File: config.mk
export PLATFORM = sky130hd
export DESIGN_NAME = sram_cycle_ctrl
export DESIGN_NICKNAME = d
export VERILOG_FILES = /design/src/rtl/sram_ctrl_pkg.sv /design/src/rtl/sram_phase_timer.sv /design/src/rtl/sram_cycle_fsm.sv /design/src/rtl/sram_pin_regs.sv /design/src/rtl/sram_cycle_ctrl.sv
export SDC_FILE = /design/constraint.sdc
export NUM_CORES = 1
export LEC_CHECK = 0
export BUFFER_PORTS_ARGS = -buffer_cell sky130_fd_sc_hd__buf_2
export CAP_MARGIN = 20
export CORE_MARGIN = 4
export CORE_UTILIZATION = 40
export DETAILED_ROUTE_END_ITERATION = 12
export PLACE_DENSITY = 0.78
export SLEW_MARGIN = 30
export SYNTH_ARGS = -nofsm -noshare
export SYNTH_HDL_FRONTEND = slang
export SYNTH_SLANG_ARGS = --single-unit
File: constraint.sdc
create_clock -name clk_i -period 2 [get_ports clk_i]
set_input_delay 0.1 -clock clk_i [delete_from_list [all_inputs] [get_ports clk_i]]
set_output_delay 0.1 -clock clk_i [all_outputs]
set_load 0.005 [all_outputs]
File: src/rtl/sram_ctrl_pkg.sv
package sram_ctrl_pkg;

  typedef enum logic [2:0] {
    ST_IDLE   = 3'd0,
    ST_WSETUP = 3'd1,
    ST_WPULSE = 3'd2,
    ST_WHOLD  = 3'd3,
    ST_RACC   = 3'd4,
    ST_RTURN  = 3'd5
  } phase_e;

  typedef struct packed {
    logic cs_n;
    logic we_n;
    logic oe_n;
    logic dq_oe;
  } pin_ctl_t;

  function automatic int cyc_ceil(int ns, int clk_ns);
    return (ns + clk_ns - 1) / clk_ns;
  endfunction

  function automatic int imax(int a, int b);
    return (a > b) ? a : b;
  endfunction

  function automatic pin_ctl_t pins_of(phase_e p);
    pin_ctl_t c;
    case (p)
      ST_WSETUP: c = '{cs_n: 1'b0, we_n: 1'b1, oe_n: 1'b1, dq_oe: 1'b1};
      ST_WPULSE: c = '{cs_n: 1'b0, we_n: 1'b0, oe_n: 1'b1, dq_oe: 1'b1};
      ST_WHOLD:  c = '{cs_n: 1'b1, we_n: 1'b1, oe_n: 1'b1, dq_oe: 1'b1};
      ST_RACC:   c = '{cs_n: 1'b0, we_n: 1'b1, oe_n: 1'b0, dq_oe: 1'b0};
      default:   c = '{cs_n: 1'b1, we_n: 1'b1, oe_n: 1'b1, dq_oe: 1'b0};
    endcase
    return c;
  endfunction

endpackage

File: src/rtl/sram_phase_timer.sv
module sram_phase_timer #(
  parameter int CNT_W = 4
) (
  input  logic             clk_i,
  input  logic             rst_ni,
  input  logic             load_i,
  input  logic [CNT_W-1:0] load_val_i,
  output logic             expired_o
);
  logic [CNT_W-1:0] cnt_q;

  always_ff @(posedge clk_i or negedge rst_ni) begin
    if (!rst_ni)                cnt_q <= '0;
    else if (load_i)            cnt_q <= load_val_i;
    else if (cnt_q != '0)       cnt_q <= cnt_q - 1'b1;
  end

  assign expired_o = (cnt_q == '0);
endmodule

File: src/rtl/sram_cycle_fsm.sv
module sram_cycle_fsm
  import sram_ctrl_pkg::*;
#(
  parameter int CNT_W   = 4,
  parameter int SETUP_C = 1,
  parameter int PULSE_C = 4,
  parameter int HOLD_C  = 1,
  parameter int ACC_C   = 6,
  parameter int TURN_C  = 2
) (
  input  logic             clk_i,
  input  logic             rst_ni,
  input  logic             req_i,
  input  logic             we_i,
  input  logic             expired_i,
  output logic             load_o,
  output logic [CNT_W-1:0] load_val_o,
  output phase_e           state_d_o,
  output logic             accept_o,
  output logic             capture_o,
  output logic             done_d_o,
  output logic             busy_o
);
  phase_e state_q, state_d;

  always_comb begin
    state_d    = state_q;
    load_o     = 1'b0;
    load_val_o = '0;
    accept_o   = 1'b0;
    capture_o  = 1'b0;
    done_d_o   = 1'b0;
    case (state_q)
      ST_IDLE: if (req_i) begin
        accept_o   = 1'b1;
        load_o     = 1'b1;
        state_d    = we_i ? ST_WSETUP : ST_RACC;
        load_val_o = we_i ? CNT_W'(SETUP_C - 1) : CNT_W'(ACC_C - 1);
      end
      ST_WSETUP: if (expired_i) begin
        state_d    = ST_WPULSE;
        load_o     = 1'b1;
        load_val_o = CNT_W'(PULSE_C - 1);
      end
      ST_WPULSE: if (expired_i) begin
        state_d    = ST_WHOLD;
        load_o     = 1'b1;
        load_val_o = CNT_W'(HOLD_C - 1);
      end
      ST_WHOLD: if (expired_i) begin
        state_d  = ST_IDLE;
        done_d_o = 1'b1;
      end
      ST_RACC: if (expired_i) begin
        state_d    = ST_RTURN;
        load_o     = 1'b1;
        load_val_o = CNT_W'(TURN_C - 1);
        capture_o  = 1'b1;
        done_d_o   = 1'b1;
      end
      ST_RTURN: if (expired_i) state_d = ST_IDLE;
      default: state_d = ST_IDLE;
    endcase
  end

  always_ff @(posedge clk_i or negedge rst_ni) begin
    if (!rst_ni) state_q <= ST_IDLE;
    else         state_q <= state_d;
  end

  assign state_d_o = state_d;
  assign busy_o    = (state_q != ST_IDLE);
endmodule

File: src/rtl/sram_pin_regs.sv
module sram_pin_regs
  import sram_ctrl_pkg::*;
#(
  parameter int ADDR_W = 19,
  parameter int DATA_W = 8
) (
  input  logic              clk_i,
  input  logic              rst_ni,
  input  logic              accept_i,
  input  logic [ADDR_W-1:0] addr_i,
  input  logic [DATA_W-1:0] wdata_i,
  input  phase_e            state_d_i,
  input  logic              capture_i,
  input  logic              done_d_i,
  input  logic [DATA_W-1:0] mem_dq_i,
  output logic [ADDR_W-1:0] mem_addr_o,
  output logic [DATA_W-1:0] mem_dq_o,
  output pin_ctl_t          ctl_o,
  output logic [DATA_W-1:0] rdata_o,
  output logic              done_o
);
  always_ff @(posedge clk_i or negedge rst_ni) begin
    if (!rst_ni) begin
      mem_addr_o <= '0;
      mem_dq_o   <= '0;
    end else if (accept_i) begin
      mem_addr_o <= addr_i;
      mem_dq_o   <= wdata_i;
    end
  end

  // strobes registered from the next phase: glitch-free at the pins
  always_ff @(posedge clk_i or negedge rst_ni) begin
    if (!rst_ni) begin
      ctl_o  <= pins_of(ST_IDLE);
      done_o <= 1'b0;
    end else begin
      ctl_o  <= pins_of(state_d_i);
      done_o <= done_d_i;
    end
  end

  always_ff @(posedge clk_i or negedge rst_ni) begin
    if (!rst_ni)        rdata_o <= '0;
    else if (capture_i) rdata_o <= mem_dq_i;
  end
endmodule

File: src/rtl/sram_cycle_ctrl.sv
module sram_cycle_ctrl
  import sram_ctrl_pkg::*;
#(
  parameter int ADDR_W  = 19,
  parameter int DATA_W  = 8,
  parameter int CLK_NS  = 10,
  parameter int T_WC_NS = 55,
  parameter int T_CW_NS = 50,
  parameter int T_AW_NS = 50,
  parameter int T_WP_NS = 40,
  parameter int T_DW_NS = 25,
  parameter int T_AS_NS = 0,
  parameter int T_WR_NS = 5,
  parameter int T_RC_NS = 55,
  parameter int T_AA_NS = 55,
  parameter int T_CO_NS = 55,
  parameter int T_OHZ_NS = 20
) (
  input  logic              clk_i,
  input  logic              rst_ni,
  input  logic              req_i,
  input  logic              we_i,
  input  logic [ADDR_W-1:0] addr_i,
  input  logic [DATA_W-1:0] wdata_i,
  output logic              busy_o,
  output logic              done_o,
  output logic [DATA_W-1:0] rdata_o,
  output logic [ADDR_W-1:0] mem_addr_o,
  output logic              mem_cs_no,
  output logic              mem_we_no,
  output logic              mem_oe_no,
  output logic [DATA_W-1:0] mem_dq_o,
  output logic              mem_dq_oe_o,
  input  logic [DATA_W-1:0] mem_dq_i
);
  localparam int SETUP_C = imax(1, cyc_ceil(T_AS_NS, CLK_NS));
  localparam int PULSE_C = imax(cyc_ceil(imax(T_WP_NS, T_DW_NS), CLK_NS),
                                cyc_ceil(imax(T_CW_NS, T_AW_NS), CLK_NS) - SETUP_C);
  localparam int HOLD_C  = imax(imax(1, cyc_ceil(T_WR_NS, CLK_NS)),
                                cyc_ceil(T_WC_NS, CLK_NS) - SETUP_C - PULSE_C);
  localparam int ACC_C   = imax(1, cyc_ceil(imax(imax(T_AA_NS, T_CO_NS), T_RC_NS), CLK_NS));
  localparam int TURN_C  = imax(1, cyc_ceil(T_OHZ_NS, CLK_NS));
  localparam int MAX_C   = imax(imax(imax(SETUP_C, PULSE_C), imax(HOLD_C, ACC_C)), TURN_C);
  localparam int CNT_W   = $clog2(MAX_C + 1);

  logic             load, expired, accept, capture, done_d;
  logic [CNT_W-1:0] load_val;
  phase_e           state_d;
  pin_ctl_t         ctl;

  sram_phase_timer #(.CNT_W(CNT_W)) i_timer (
    .clk_i, .rst_ni,
    .load_i(load), .load_val_i(load_val), .expired_o(expired)
  );

  sram_cycle_fsm #(
    .CNT_W(CNT_W), .SETUP_C(SETUP_C), .PULSE_C(PULSE_C),
    .HOLD_C(HOLD_C), .ACC_C(ACC_C), .TURN_C(TURN_C)
  ) i_fsm (
    .clk_i, .rst_ni, .req_i, .we_i,
    .expired_i(expired), .load_o(load), .load_val_o(load_val),
    .state_d_o(state_d), .accept_o(accept), .capture_o(capture),
    .done_d_o(done_d), .busy_o(busy_o)
  );

  sram_pin_regs #(.ADDR_W(ADDR_W), .DATA_W(DATA_W)) i_pins (
    .clk_i, .rst_ni,
    .accept_i(accept), .addr_i, .wdata_i,
    .state_d_i(state_d), .capture_i(capture), .done_d_i(done_d),
    .mem_dq_i, .mem_addr_o, .mem_dq_o,
    .ctl_o(ctl), .rdata_o, .done_o
  );

  assign mem_cs_no   = ctl.cs_n;
  assign mem_we_no   = ctl.we_n;
  assign mem_oe_no   = ctl.oe_n;
  assign mem_dq_oe_o = ctl.dq_oe;
endmodule

# Yosys cells after proc, flatten, opt, wreduce, memory -nomap -nowiden
# Cells that the tools add are included.
word_totals:
  reg_bits: 46
  inputBits: 39
  elab_cells: 49
op_classes:
  add_sub_neg: 1
  eq_ne: 9
  mux: 21
  n_reduce_logical: 8
op_table:
  columns: ["op", "count"]
  rows:
  - ["$mux 3", 10]
  - ["$pmux 4 s4", 1]
  - ["$pmux 3 s5", 1]
  - ["$eq 3x2->1 const B", 4]
  - ["$eq 3x3->1 const B", 3]
  - ["$pmux 3 s3", 1]
  - ["$eq 3x1->1 const B", 2]
  - ["$logic_not 3->1", 2]
  - ["$mux 1", 6]
  - ["$reduce_bool 3->1", 2]
  - ["$reduce_or 2->1", 2]
  - ["$reduce_or 3->1", 1]
  - ["$sub 3x1->3 const B", 1]
  - ["$mux 2", 1]
  - ["$pmux 1 s2", 1]
  - ["$reduce_bool 2->1", 1]

# Logic depth before layout (Yosys ltp)
depth:
  word_depth: 5
  mapped_depth: 5
  depth_no_buf: 5

# Modules after synthesis
# A second synthesis with hierarchy kept.
unflattened:
  cells_unflattened: 142
  area_unflattened_um2: 2083.2
by_module_without_submodules:
  columns: ["module", "instances", "cells_each", "area_each_um2", "seq_area_each_um2"]
  rows:
  - ["sram_pin_regs", 1, 86, 1569.0, 1004.7]
  - ["sram_cycle_fsm", 1, 35, 314.1, 75.1]
  - ["sram_phase_timer", 1, 21, 200.2, 75.1]

# Least setup slack after synthesis
# OpenSTA, ideal clock, no wires.
synth_path:
  kind: "reg2reg"
  startpoint: "register i_fsm.state_q[1]"
  endpoint: "register i_pins.mem_addr_o[0]"
  arrival_ns: 1.381
  t_required_ns: 1.875
  slack_ns: 0.494
  path_stages_with_launch: 5
  path_buffers: 2
  period_less_slack_ns: 1.506
  path_cell_list: "dfrtp_1 > buf_6 > nor4b_4 > buf_6 > mux2_4"
synth_between:
  elab_chain_cells: 2
synth_lines:
  columns: ["element", "line_no", "source"]
  rows:
  - ["from (decl)", "sram_cycle_fsm.sv:24", "phase_e state_q, state_d;"]
  - ["from (signal assigned)", "sram_cycle_fsm.sv:68", "else state_q <= state_d;"]
  - ["$logic_not 3->1", "sram_cycle_fsm.sv:33", "case (state_q)"]
  - ["$mux 1", "sram_cycle_fsm.sv:33", null]
  - ["to (signal assigned)", "sram_pin_regs.sv:27", "mem_addr_o <= addr_i;"]
  - ["to (decl)", "sram_pin_regs.sv:16", "output logic [ADDR_W-1:0] mem_addr_o,"]
# No other way between the ends.
# A chain may end at the register's enable or synchronous reset.

# Final worst setup path
layout_path:
  startpoint: "register i_timer.cnt_q[0]"
  endpoint: "register i_pins.rdata_o[0]"
layout_between:
  elab_chain_cells: 3
layout_lines:
  columns: ["element", "line_no", "source"]
  rows:
  - ["from (decl)", "sram_phase_timer.sv:10", "logic [CNT_W-1:0] cnt_q;"]
  - ["from (signal assigned)", "sram_phase_timer.sv:14", "else if (load_i) cnt_q <= load_val_i;"]
  - ["from (signal assigned)", "sram_phase_timer.sv:15", "else if (cnt_q != '0) cnt_q <= cnt_q - 1'b1;"]
  - ["$logic_not 3->1", "sram_phase_timer.sv:18", "assign expired_o = (cnt_q == '0);"]
  - ["$mux 1", "sram_cycle_fsm.sv:54", "ST_RACC: if (expired_i) begin"]
  - ["$mux 1", "sram_cycle_fsm.sv:33", null]
  - ["to (signal assigned)", "sram_pin_regs.sv:45", "else if (capture_i) rdata_o <= mem_dq_i;"]
  - ["to (decl)", "sram_pin_regs.sv:19", "output logic [DATA_W-1:0] rdata_o,"]
# No other way between the ends.

==> impl_metrics.ini <==
[synth]
synth_edf_count = 0
synth_top_area_share = 0.520
synth_ff_type = dfrtp_1
syn_area_um2 = 2070
synth_seq_cells = 46
yosys_warnings = 0
synth.avg_cell_area_um2 = 14.5
synth_cell_type_count = 38
async_reset_ff_frac = 1.00
syn-instance-count = 143
yosysTopAreaCell = dfrtp_1
synth_fp_nets = 184
yosysSeqAreaShare = 0.558
synthTopCellsByArea = dfrtp_1, mux2_4, mux2_2

[drt]
drtIter0Drc = 34
routed-via-count = 1456
wl_per_cell_um = 14.1
drc = 0
vias_per_cell = 4.94
totalWireLength_um = 4170
ant_nets = 0
dr.pass1.iters = 4

[global_routing]
track_usage = 0.136
antenna_found_initial = 0
met2_usage = 0.211
grt_max_degree = 47
met1_usage = 0.181
use_met3 = 0.0395
busiest_layer = met2
grt_overflow = 0
grt_pass1_vias = 1431
grt_pass1_wl_um = 6760

[pwr]
p_seq_frac = 0.410
clkPwrFrac = 0.171
p_leak_nw = 1.30
p_sw_frac = 0.312
pwr_density_cell_nw_per_um2 = 1510
switching_power_mw = 1.25
ir_drop_v = 0.000709
internal_power_mw = 2.74
p_comb_frac = 0.420

[place]
pre_cts_slack_ns = 0.370
dp_hpwl_um = 2930
portBuffers = 79
place_inst = 286
gp_congestion = 0.800
place_area_um2 = 2520

[clock_tree]
ctsResizeCount = 0
cts.clk_slew.worst_paths_ns = 0.09
worst_skew_pair.late_latency_ns = 0.29
cts_tree = done
cts_root_buf = clkbuf_8
ctsLongestPathBuffers = 2
h-tree-depth = 2
numCtsBuffers = 5
cts_sinks = 46

[critical_path]
critical_path_required_ns = 2.18
crit_fanout = 8
worst_setup_path_end_kind = flip-flop
startpoint_type = flip-flop
crit_type = flip-flop to flip-flop
arrival_ns = 1.82

[die]
placementRows = 25
ios = 80
core_area_um2 = 4880
start_util = 0.424
die_y_um = 79.9
dieArea_um2 = 6390
die_x_um = 79.9

[sta]
holdWs_ns = 0.0205
max_freq_ghz = 0.609
finalCritPeriodShare = 0.821
worst_slack_ns = 0.358
rsz0062_at_grt = false
slew_headroom = 0.626
skew_ns = 0.00327
finalCriticalPeriod_ns = 1.64
finalHoldViolations = 0
worst-slew-pin-transition_ns = 0.561
totalNegativeSetupSlack_ns = 0
final-max-slew-violation-count = 0
setup_viol = 0

[cells_and_area]
drive_above_1_share = 0.561
diodes = 0
nNetsFinal = 268
finalNonFillerCells = 295
fillCellCount = 426
fin_area_um2 = 2650
area_growth_pct = 27.9

[min_path]
hp-class = input port to flip-flop

[status]
status = finished, final reports clean

[flow_run]
cap_violations = 0
==> power groups by stage <==
| stage | Combinational [mW] | Clock, mW | Sequential, mW |
|---|---|---|---|
| after floorplan | 1.04 | 0 | 1.67 |
| after global placement | 1.65 | 0 | 1.64 |
| after detailed placement | 1.68 | 0 | 1.65 |
| after CTS | 1.70 | 0.710 | 1.64 |
| after global routing | 1.85 | 0.757 | 1.71 |
| final | 1.67 | 0.682 | 1.63 |
==> worst paths after layout <==
path,from,slack (ns),cells after the start,to
worst max-delay path,i_timer.cnt_q[0],0.36,5,i_pins.rdata_o[0]
worst min-delay path,addr_i[17],0.02,2,i_pins.mem_addr_o[17]
worst max register to register,i_timer.cnt_q[0],0.36,5,i_pins.rdata_o[0]
worst min register to register,i_pins.mem_addr_o[17],0.49,1,i_pins.mem_addr_o[17]
max in group asynchronous,rst_ni,1.18,3,i_pins.done_o
min in group asynchronous,rst_ni,0.44,3,i_pins.mem_addr_o[1]
==> layer usage <==
layer / share of wire / up-vias
met5: 0 / -
met4: 0.014 / 0
met3: 0.080 / 8
met2: 0.45 / 59
met1: 0.46 / 706
li1: - / 683
==> synthesized netlist by cell type, types with 2 or more instances <==
library cell / instances
a21o_1: 3
a21oi_1: 5
a221oi_1: 2
buf_2: 2
buf_6: 5
dfrtp_1: 43
dfstp_2: 3
ha_1: 2
inv_1: 3
mux2_1: 6
mux2_2: 9
mux2_4: 20
nand2_1: 5
nand2b_1: 2
nand3_1: 2
nand3b_1: 2
nor2_1: 4
nor2b_1: 2
o21ai_0: 2
or3_1: 3
==> state kept, by name, indices dropped and copies added, names as in the netlist <==
signal / cells
i_fsm.state_q: 3
i_pins.done_o: 1
i_timer.cnt_q: 3
i_pins.mem_addr_o: 19
i_pins.mem_dq_o: 8
i_pins.rdata_o: 8
i_pins.ctl_o: 4
==> repair_timing <==
| item | CTS | global route |
|---|---|---|
| hold buffers | 1 | 0 |
| setup buffers | 0 | 0 |
| endpoints found under the hold margin | 43 | 0 |
==> cell families (layout without fill, tap and decap cells) <==
group / count (synthesis) / in the layout / synth area share
XOR/XNOR: 1 / 1 / 0.00423
flip-flops: 46 / 46 / 0.558
AO/OA/AOI/OAI: 21 / 21 / 0.0732
multiplexers: 35 / 35 / 0.227
AND/OR/NAND/NOR: 26 / 26 / 0.0798
adder cells (fa/ha/maj): 3 / 3 / 0.0169
buffers and inverters: 11 / 96 / 0.0411
==> critical path: stages, from the launching register on <==
cell and delay (ns):
dfrtp_1 0.40, inv_1 0.08, ha_1 0.22, and2b_1 0.26, nand3_2 0.23, mux2_2 0.34
==> stage by stage <==
stage	utilization	total power, mW
detailed placement	0.517	3.33
floorplan	-	2.72
global placement	0.517	3.29
CTS	0.543	4.05
finish	0.543	3.99
global route	0.543	4.31
==> layout make-up <==
| class | instances | area, µm² | share of cell area |
|---|---|---|---|
| well taps | 67 | 83.8 | 0.0317 |
| inverters | 3 | 11.3 | 0.00425 |
| multi-input cells | 86 | 830 | 0.313 |
| clock buffers | 5 | 68.8 | 0.0260 |
| clock inverters | 3 | 43.8 | 0.0165 |
| repair buffers | 85 | 455 | 0.172 |
| flip-flops and latches | 46 | 1150 | 0.436 |
==> placed cells by master (no fill, tap or decap), drive strengths merged, types with 3 or more instances in the layout <==
cell type / instances
o21ai: 3
a21oi: 5
buf: 84
mux2: 35
dfstp: 3
inv: 4
dfrtp: 43
nor2: 4
a21o: 3
nand3: 3
or3: 3
clkbuf: 5
nand2: 5
(Power assumes the default switching activity.)
